`config.mk`:
```
export PLATFORM = sky130hd
export DESIGN_NAME = strap_cfg_top
export DESIGN_NICKNAME = d
export VERILOG_FILES = /design/src/rtl/strap_cfg_pkg.sv /design/src/rtl/strap_rst_sync.sv /design/src/rtl/strap_capture.sv /design/src/rtl/strap_decode.sv /design/src/rtl/strap_ready_timer.sv /design/src/rtl/strap_cfg_top.sv
export SDC_FILE = /design/constraint.sdc
export NUM_CORES = 1
export LEC_CHECK = 0
export BUFFER_PORTS_ARGS = -buffer_cell sky130_fd_sc_hd__buf_2
export CELL_PAD_IN_SITES_DETAIL_PLACEMENT = 1
export CELL_PAD_IN_SITES_GLOBAL_PLACEMENT = 2
export CORE_UTILIZATION = 35
export CTS_CLUSTER_SIZE = 40
export DETAILED_ROUTE_END_ITERATION = 12
export PLACE_DENSITY_LB_ADDON = 0.1
export SKIP_CTS_REPAIR_TIMING = 1
export SLEW_MARGIN = 0
export SYNTH_ARGS = -nofsm -noshare
export SYNTH_HDL_FRONTEND = slang
export SYNTH_SLANG_ARGS = --single-unit
export TNS_END_PERCENT = 10
```
`constraint.sdc`:
```
create_clock -name clk -period 2.1 [get_ports clk]
set_input_delay 0.315 -clock clk [delete_from_list [all_inputs] [get_ports clk]]
set_output_delay 0.315 -clock clk [all_outputs]
set_load 0.02 [all_outputs]
```
`src/rtl/strap_cfg_pkg.sv`:
```
package strap_cfg_pkg;

  // Host bus width codes as presented on the bus_width output
  typedef enum logic [1:0] {
    BW_8  = 2'd0,
    BW_16 = 2'd1,
    BW_32 = 2'd2
  } bus_w_e;

  // Raw strap levels as captured
  typedef struct packed {
    logic       irq_pol;
    logic [1:0] wsel;
    logic       led;
    logic [2:0] iob;
    logic       rmii;
  } strap_raw_t;

endpackage

```
`src/rtl/strap_rst_sync.sv`:
```
module strap_rst_sync #(
  parameter int STAGES = 2
) (
  input  logic clk,
  input  logic por_n,
  output logic rst_n_o
);

  logic [STAGES-1:0] sh_q;
  logic [STAGES-1:0] sh_d;

  always_comb begin
    sh_d = {sh_q[STAGES-2:0], 1'b1};
  end

  always_ff @(posedge clk or negedge por_n) begin
    if (!por_n) sh_q <= '0;
    else        sh_q <= sh_d;
  end

  assign rst_n_o = sh_q[STAGES-1];

endmodule

```
`src/rtl/strap_capture.sv`:
```
module strap_capture
  import strap_cfg_pkg::*;
(
  input  logic       clk,
  input  logic       rst_n,
  input  strap_raw_t raw_i,
  output strap_raw_t raw_o,
  output logic       sampled_o
);

  strap_raw_t raw_q;
  logic       sampled_q;
  logic       cap_en;
  logic       sampled_d;

  always_comb begin
    cap_en    = !sampled_q;
    sampled_d = 1'b1;
  end

  always_ff @(posedge clk or negedge rst_n) begin
    if (!rst_n) begin
      raw_q     <= '0;
      sampled_q <= 1'b0;
    end else begin
      sampled_q <= sampled_d;
      if (cap_en) raw_q <= raw_i;
    end
  end

  assign raw_o     = raw_q;
  assign sampled_o = sampled_q;


  property p_hold;
    @(posedge clk) disable iff (!rst_n) sampled_q |=> $stable(raw_q);
  endproperty
  straps_held_chk: assert property (p_hold);

endmodule

```
`src/rtl/strap_decode.sv`:
```
module strap_decode
  import strap_cfg_pkg::*;
#(
  parameter int ADDR_W = 10,
  parameter int BASE   = 'h300,
  parameter int STEP   = 'h10
) (
  input  strap_raw_t        raw_i,
  output logic              irq_active_low_o,
  output bus_w_e            bus_width_o,
  output logic              cfg_err_o,
  output logic              led_mode_o,
  output logic [ADDR_W-1:0] io_base_o,
  output logic              io_base_valid_o,
  output logic              rev_mii_o
);

  localparam logic [ADDR_W-1:0] BASE_A = ADDR_W'(BASE);
  localparam logic [ADDR_W-1:0] STEP_A = ADDR_W'(STEP);

  always_comb begin
    cfg_err_o = 1'b0;
    unique case (raw_i.wsel)
      2'b00:   bus_width_o = BW_16;
      2'b01:   bus_width_o = BW_32;
      2'b10:   bus_width_o = BW_8;
      default: begin
        bus_width_o = BW_16;
        cfg_err_o   = 1'b1;
      end
    endcase
    io_base_valid_o  = (bus_width_o != BW_32);
    io_base_o        = io_base_valid_o ? (BASE_A + ADDR_W'(raw_i.iob) * STEP_A) : '0;
    irq_active_low_o = raw_i.irq_pol;
    led_mode_o       = raw_i.led;
    rev_mii_o        = raw_i.rmii;
  end

endmodule

```
`src/rtl/strap_ready_timer.sv`:
```
module strap_ready_timer #(
  parameter int LIMIT = 1250
) (
  input  logic clk,
  input  logic rst_n,
  output logic ready_o
);

  localparam int CW = $clog2(LIMIT + 1);
  localparam logic [CW-1:0] LIM = CW'(LIMIT);

  logic [CW-1:0] cnt_q;
  logic [CW-1:0] cnt_d;
  logic          cnt_en;

  always_comb begin
    cnt_en = (cnt_q != LIM);
    cnt_d  = cnt_q + 1'b1;
  end

  always_ff @(posedge clk or negedge rst_n) begin
    if (!rst_n)      cnt_q <= '0;
    else if (cnt_en) cnt_q <= cnt_d;
  end

  assign ready_o = !cnt_en;


  property p_ready_stays;
    @(posedge clk) disable iff (!rst_n) ready_o |=> ready_o;
  endproperty
  ready_sticky_chk: assert property (p_ready_stays);

endmodule

```
`src/rtl/strap_cfg_top.sv`:
```
module strap_cfg_top
  import strap_cfg_pkg::*;
#(
  parameter int CLK_MHZ     = 250,
  parameter int READY_NS    = 5000,
  parameter int SYNC_STAGES = 2
) (
  input  logic       clk,
  input  logic       por_n,
  input  logic       strap_irq_pol,
  input  logic       strap_width_a,
  input  logic       strap_width_b,
  input  logic       strap_led,
  input  logic [2:0] strap_iobase,
  input  logic       strap_link,
  output logic       irq_active_low,
  output logic [1:0] bus_width,
  output logic       cfg_err,
  output logic       led_mode,
  output logic [9:0] io_base,
  output logic       io_base_valid,
  output logic       rev_mii,
  output logic       ready
);

  localparam int READY_CYCLES = CLK_MHZ * READY_NS / 1000;

  logic       rst_n_s;
  logic       sampled;
  strap_raw_t raw_in;
  strap_raw_t raw_held;
  bus_w_e     bw;

  always_comb begin
    raw_in.irq_pol = strap_irq_pol;
    raw_in.wsel    = {strap_width_a, strap_width_b};
    raw_in.led     = strap_led;
    raw_in.iob     = strap_iobase;
    raw_in.rmii    = strap_link;
  end

  strap_rst_sync #(.STAGES(SYNC_STAGES)) u_sync (
    .clk    (clk),
    .por_n  (por_n),
    .rst_n_o(rst_n_s)
  );

  strap_capture u_cap (
    .clk      (clk),
    .rst_n    (rst_n_s),
    .raw_i    (raw_in),
    .raw_o    (raw_held),
    .sampled_o(sampled)
  );

  strap_decode #(.ADDR_W(10), .BASE('h300), .STEP('h10)) u_dec (
    .raw_i           (raw_held),
    .irq_active_low_o(irq_active_low),
    .bus_width_o     (bw),
    .cfg_err_o       (cfg_err),
    .led_mode_o      (led_mode),
    .io_base_o       (io_base),
    .io_base_valid_o (io_base_valid),
    .rev_mii_o       (rev_mii)
  );

  assign bus_width = bw;

  strap_ready_timer #(.LIMIT(READY_CYCLES)) u_tmr (
    .clk    (clk),
    .rst_n  (rst_n_s),
    .ready_o(ready)
  );


  property p_ready_after_cap;
    @(posedge clk) disable iff (!rst_n_s) ready |-> sampled;
  endproperty
  ready_after_cap_chk: assert property (p_ready_after_cap);


  property p_err_fallback;
    @(posedge clk) disable iff (!rst_n_s) cfg_err |-> (bus_width == 2'b01);
  endproperty
  err_fallback_chk: assert property (p_err_fallback);


  property p_io_range;
    @(posedge clk) disable iff (!rst_n_s)
      io_base_valid |-> (io_base[9:8] == 2'b11 && io_base[3:0] == 4'h0 && io_base[7] == 1'b0);
  endproperty
  io_range_chk: assert property (p_io_range);


  property p_io_wide;
    @(posedge clk) disable iff (!rst_n_s) (bus_width == 2'b10) |-> (!io_base_valid && io_base == '0);
  endproperty
  io_wide_chk: assert property (p_io_wide);

endmodule

```
Yosys cells after proc, flatten, opt, wreduce, memory -nomap -nowiden
Cells that the tools add are included.
- input bits: 10
- bits in registers: 22
- output and inout port bits: 18
- logic and storage cells: 20
- equality and inequality tests: 4
- reductions and logical operators: 3
- $add $sub $neg: 2
- mux-type cells: 3
- operator list (kind ; number):
    adder 11 x 1 -> 11 bit, second input constant ; 1
    != test 11 bit, second input constant ; 1
    adder 9 x 8 -> 10 bit, first input constant ; 1
    two-way mux 10 bit ; 1
    case mux 2 bit (2 select lines) ; 1
    OR reduction 3 bit ; 1
    == test 2 x 1 -> 1 bit, second input constant ; 1
    == test 2 bit, second input constant ; 1
    zero test 2 bit ; 1
    != test 2 bit, second input constant ; 1
    zero test 1 bit ; 1
    two-way mux 1 bit ; 1

Logic depth before layout (Yosys ltp)
- depth in word-level cells: 4
- depth in mapped cells: 5
- depth with buffers taken out: 5

Cells and area by module
From an unflattened synthesis, not the netlist that was laid out.
- cell total of the unflattened synthesis: 88
- area, all modules: 1073.5 um^2
- modules (own cells, without submodules) (module ; cells each ; area each (um^2) ; times used):
    strap_ready_timer ; 47 ; 516.7 ; 1
    strap_capture ; 19 ; 360.3 ; 1
    strap_decode ; 19 ; 142.6 ; 1
    strap_rst_sync ; 3 ; 53.8 ; 1

Least setup slack after synthesis
No wires, ideal clock.
- path kind: register to output
- start point: register u_tmr.cnt_q[0]
- end point: output ready
- buffers on the path: 0
- path slack: 501 ps
- cell stages (with the launch flop): 5
- data required time: 1785 ps
- arrival time: 1284 ps
- cells stage by stage: dfrtp_1 inv_1 ha_1 nand4bb_4 nor3_1
- cells in the longest elaborated chain, start to end: 2
- ends and longest elaborated chain (what ; line ; RTL):
    start: declaration ; strap_ready_timer.sv:12 ; logic [CW-1:0] cnt_q;
    start signal: assignment ; strap_ready_timer.sv:23 ; else if (cnt_en) cnt_q <= cnt_d;
    != test 11 bit ; strap_ready_timer.sv:17 ; cnt_en = (cnt_q != LIM);
    zero test 1 bit ; strap_ready_timer.sv:26 ; assign ready_o = !cnt_en;
    end: declaration ; strap_cfg_top.sv:23 ; output logic ready
Every way passes these cells.

Worst setup path in the final report
Same ends and word-level chain as after synthesis.

==> flow_summary.yaml <==
synthesis:
  synth_xor_area_share_pct: 7.72
  synthSimpleGateAreaFrac_pct: 15.1
  yosysMostFrequentCell: "dfrtp_1"
  synthMuxAreaShare_pct: 8.82
  synth_top_area_share_pct: 53.9
  synthAdderAreaFrac_pct: 4.90
  yosysUniqueCellTypes: 23
  synth_edf_count: 0
  synth_ff_type: "dfrtp_1"
  synth_compound_area_share_pct: 1.84
  avgSynthCellArea_um2: 12.5
  ys_seq_elements: 22
  ys_warn_count: 0
  synth.top_cells.by_count: "dfrtp_1, mux2_2, buf_4, xnor2_1"
  ys_seq_area_share_pct: 53.9
  synth.area.top_cells: "dfrtp_1, mux2_2, xnor2_1"
  syn_inst: 82
  synth_top_cell_by_area: "dfrtp_1"
  ys_async_sr_fraction_pct: 100
  synth.cell_area_um2: 1020
  synth_top_family_by_area: "simple AND/OR/NAND/NOR gates"
hold_path:
  hold_class: "primary input to flop"
detailed_routing:
  wl_per_cell_um: 12.3
  ant_nets: 0
  drtPass1Iterations: 3
  drt_iter0_drc: 8
  drc: 0
  route.vias.total: 646
  totalWireLength_um: 1680
  post_drt_via_cell_ratio: 4.72
worst_setup_path:
  start_kind: "flop"
  setup.worst_path.end_class: "primary output"
  path_cells: "inv_1 > ha_1 > nand4bb_4 > nor3_1 > buf_2"
  max_stage_delay_ps: 430
  cpMaxStageDelayCell: "dfrtp_1"
  crit_fanout: 4
  required_ps: 1780
  worstSetupPathType: "flop to primary output"
  arrival_ps: 1510
cells_and_area:
  final_util_pct: 42.7
  fin_nets: 121
  antenna_cells: 0
  drive_gt1_share_pct: 34.9
  final_cells: 137
  syn_to_final_growth_pct: 15.4
status:
  status: "finished, final reports clean"
sta:
  worstMarginPinSlew_ps: 799
  rsz0062_at_grt: "no"
  period_needed_ps: 1820
  tns_ps: 0
  fin_hold_ws_ps: 225
  relSlewSlack_pct: 46.8
  finalSetupViolCount: 0
  finalClockSkew_ps: 1.54
  max_freq_mhz: 549
  hold_violations: 0
  drv_slew: 0
  finalCritPeriodShare_pct: 86.7
die:
  dieArea_um2: 3140
  start_util_pct: 37.0
  dieHeight_um: 56.0
  core_um2: 2760
  die_w_um: 56.0
  io_pins: 28
  rows: 19
placement:
  place_congestion: 0.808
  placed_cells: 132
  dp_hpwl_um: 1310
  port_buffers: 22
power_and_ir_drop:
  p_leak_nw: 0.556
  p_total_mw: 0.795
  peakVddDrop_v: 0.000542
  p_per_area_nw_per_um2: 674
global_routing:
  grt_start_max_net_pins: 21
  grt_antenna_before_repair: 0
  gr-total-overflow: 0
  grt_pass1_wl_um: 3120
  grtUsageTotal_pct: 13.0
  first_global_vias: 703
clocking:
  cts_tree: "done"
  clk_pin_slew_ps: 110
  htree_levels: 1
  ctsRootBufferMaster: "clkbuf_4"
  clk_path_buf_depth: 2
  clock-sinks: 22
  clk_latency_ps: 310
  tritoncts.num_buffers: 3
flow_run:
  drv_cap: 0
-- through the flow --
step                      instance area, µm²  setup slack (ps)
final                                   1180               279
after global routing                    1180               176
after CTS                               1170               243
after detailed placement                1130               622
after global placement                  1130               638
after floorplan                         1040               501
-- sequential cells by signal, summed over array words and instances, names as in the netlist --
| name | count |
|---|---|
| u_cap.raw_o | 8 |
| u_cap.sampled_o | 1 |
| u_sync.sh_q | 2 |
| u_tmr.cnt_q | 11 |
-- placed cells by master, fill, tap and decap left out, drive strengths merged --
cell type,netlist,final
buf,7,22
dfrtp,22,22
mux2,8,8
xnor2,7,7
conb,2,7
inv,4,4
nand4,4,4
ha,4,4
clkbuf,1,4
nor2b,3,3
nand2,3,3
nand3,2,2
or3,2,2
nor3,2,2
and3,2,2
xor2,2,2
nand4bb,1,1
and2,1,1
nor2,1,1
o311ai,1,1
o21ai,1,1
nor4,1,1
a21oi,1,1
dlygate4sd3,0,1
-- power by group --
group | internal, mW | leakage (nW) | switching, mW
registers | 0.441 | 0.272 | 0.0176
clock network | 0.106 | 0.0210 | 0.122
logic | 0.0444 | 0.263 | 0.0638
total | 0.592 | 0.556 | 0.203
-- worst paths after layout --
check | startpoint | to | slack [ps] | cells past startpoint
max | u_tmr.cnt_q[0] | ready | 280 | 5
min | strap_iobase[0] | u_cap.raw_o[1] | 230 | 2
max reg2reg | u_tmr.cnt_q[0] | u_tmr.cnt_q[1] | 620 | 5
min reg2reg | u_sync.sh_q[1] | u_tmr.cnt_q[6] | 340 | 0
max in group asynchronous | u_sync.sh_q[1] | u_tmr.cnt_q[4] | 1270 | 0
min in group asynchronous | por_n | u_sync.sh_q[0] | 290 | 2
-- cells by family after synthesis --
kind of cell    count (synthesis)
fa+ha+maj                       4
simple gates                   22
compound gates                  3
xor+xnor                        9
mux                             8
flops                          22
buf+inv                        12
other cells                     2
-- critical path: cells and delay by family, from the launching register on --
| kind | cells | cell delay [ps] |
|---|---|---|
| DFF | 1 | 430 |
| and+or+nand+nor | 2 | 290 |
| buffers and inverters | 2 | 280 |
| adders and majority gates | 1 | 190 |
-- layer usage --
metal	vias up	track usage, %	wire (µm)	share of wire, %
met4	0	4.18	30	1.8
met5	-	0	0	0
met1	316	16.4	777	46
li1	309	-	-	-
met3	4	5.12	91	5.4
met2	17	20.4	783	47
-- cell type report --
cell class / instances / area [µm²]
Tap cell: 31 / 38.8
Clock buffer: 4 / 36.3
Fill cell: 322 / 1580
Timing Repair Buffer: 23 / 120
Sequential cell: 22 / 551
Multi-Input combinational cell: 53 / 418
Inverter: 4 / 15.0
(Power assumes the default switching activity.)
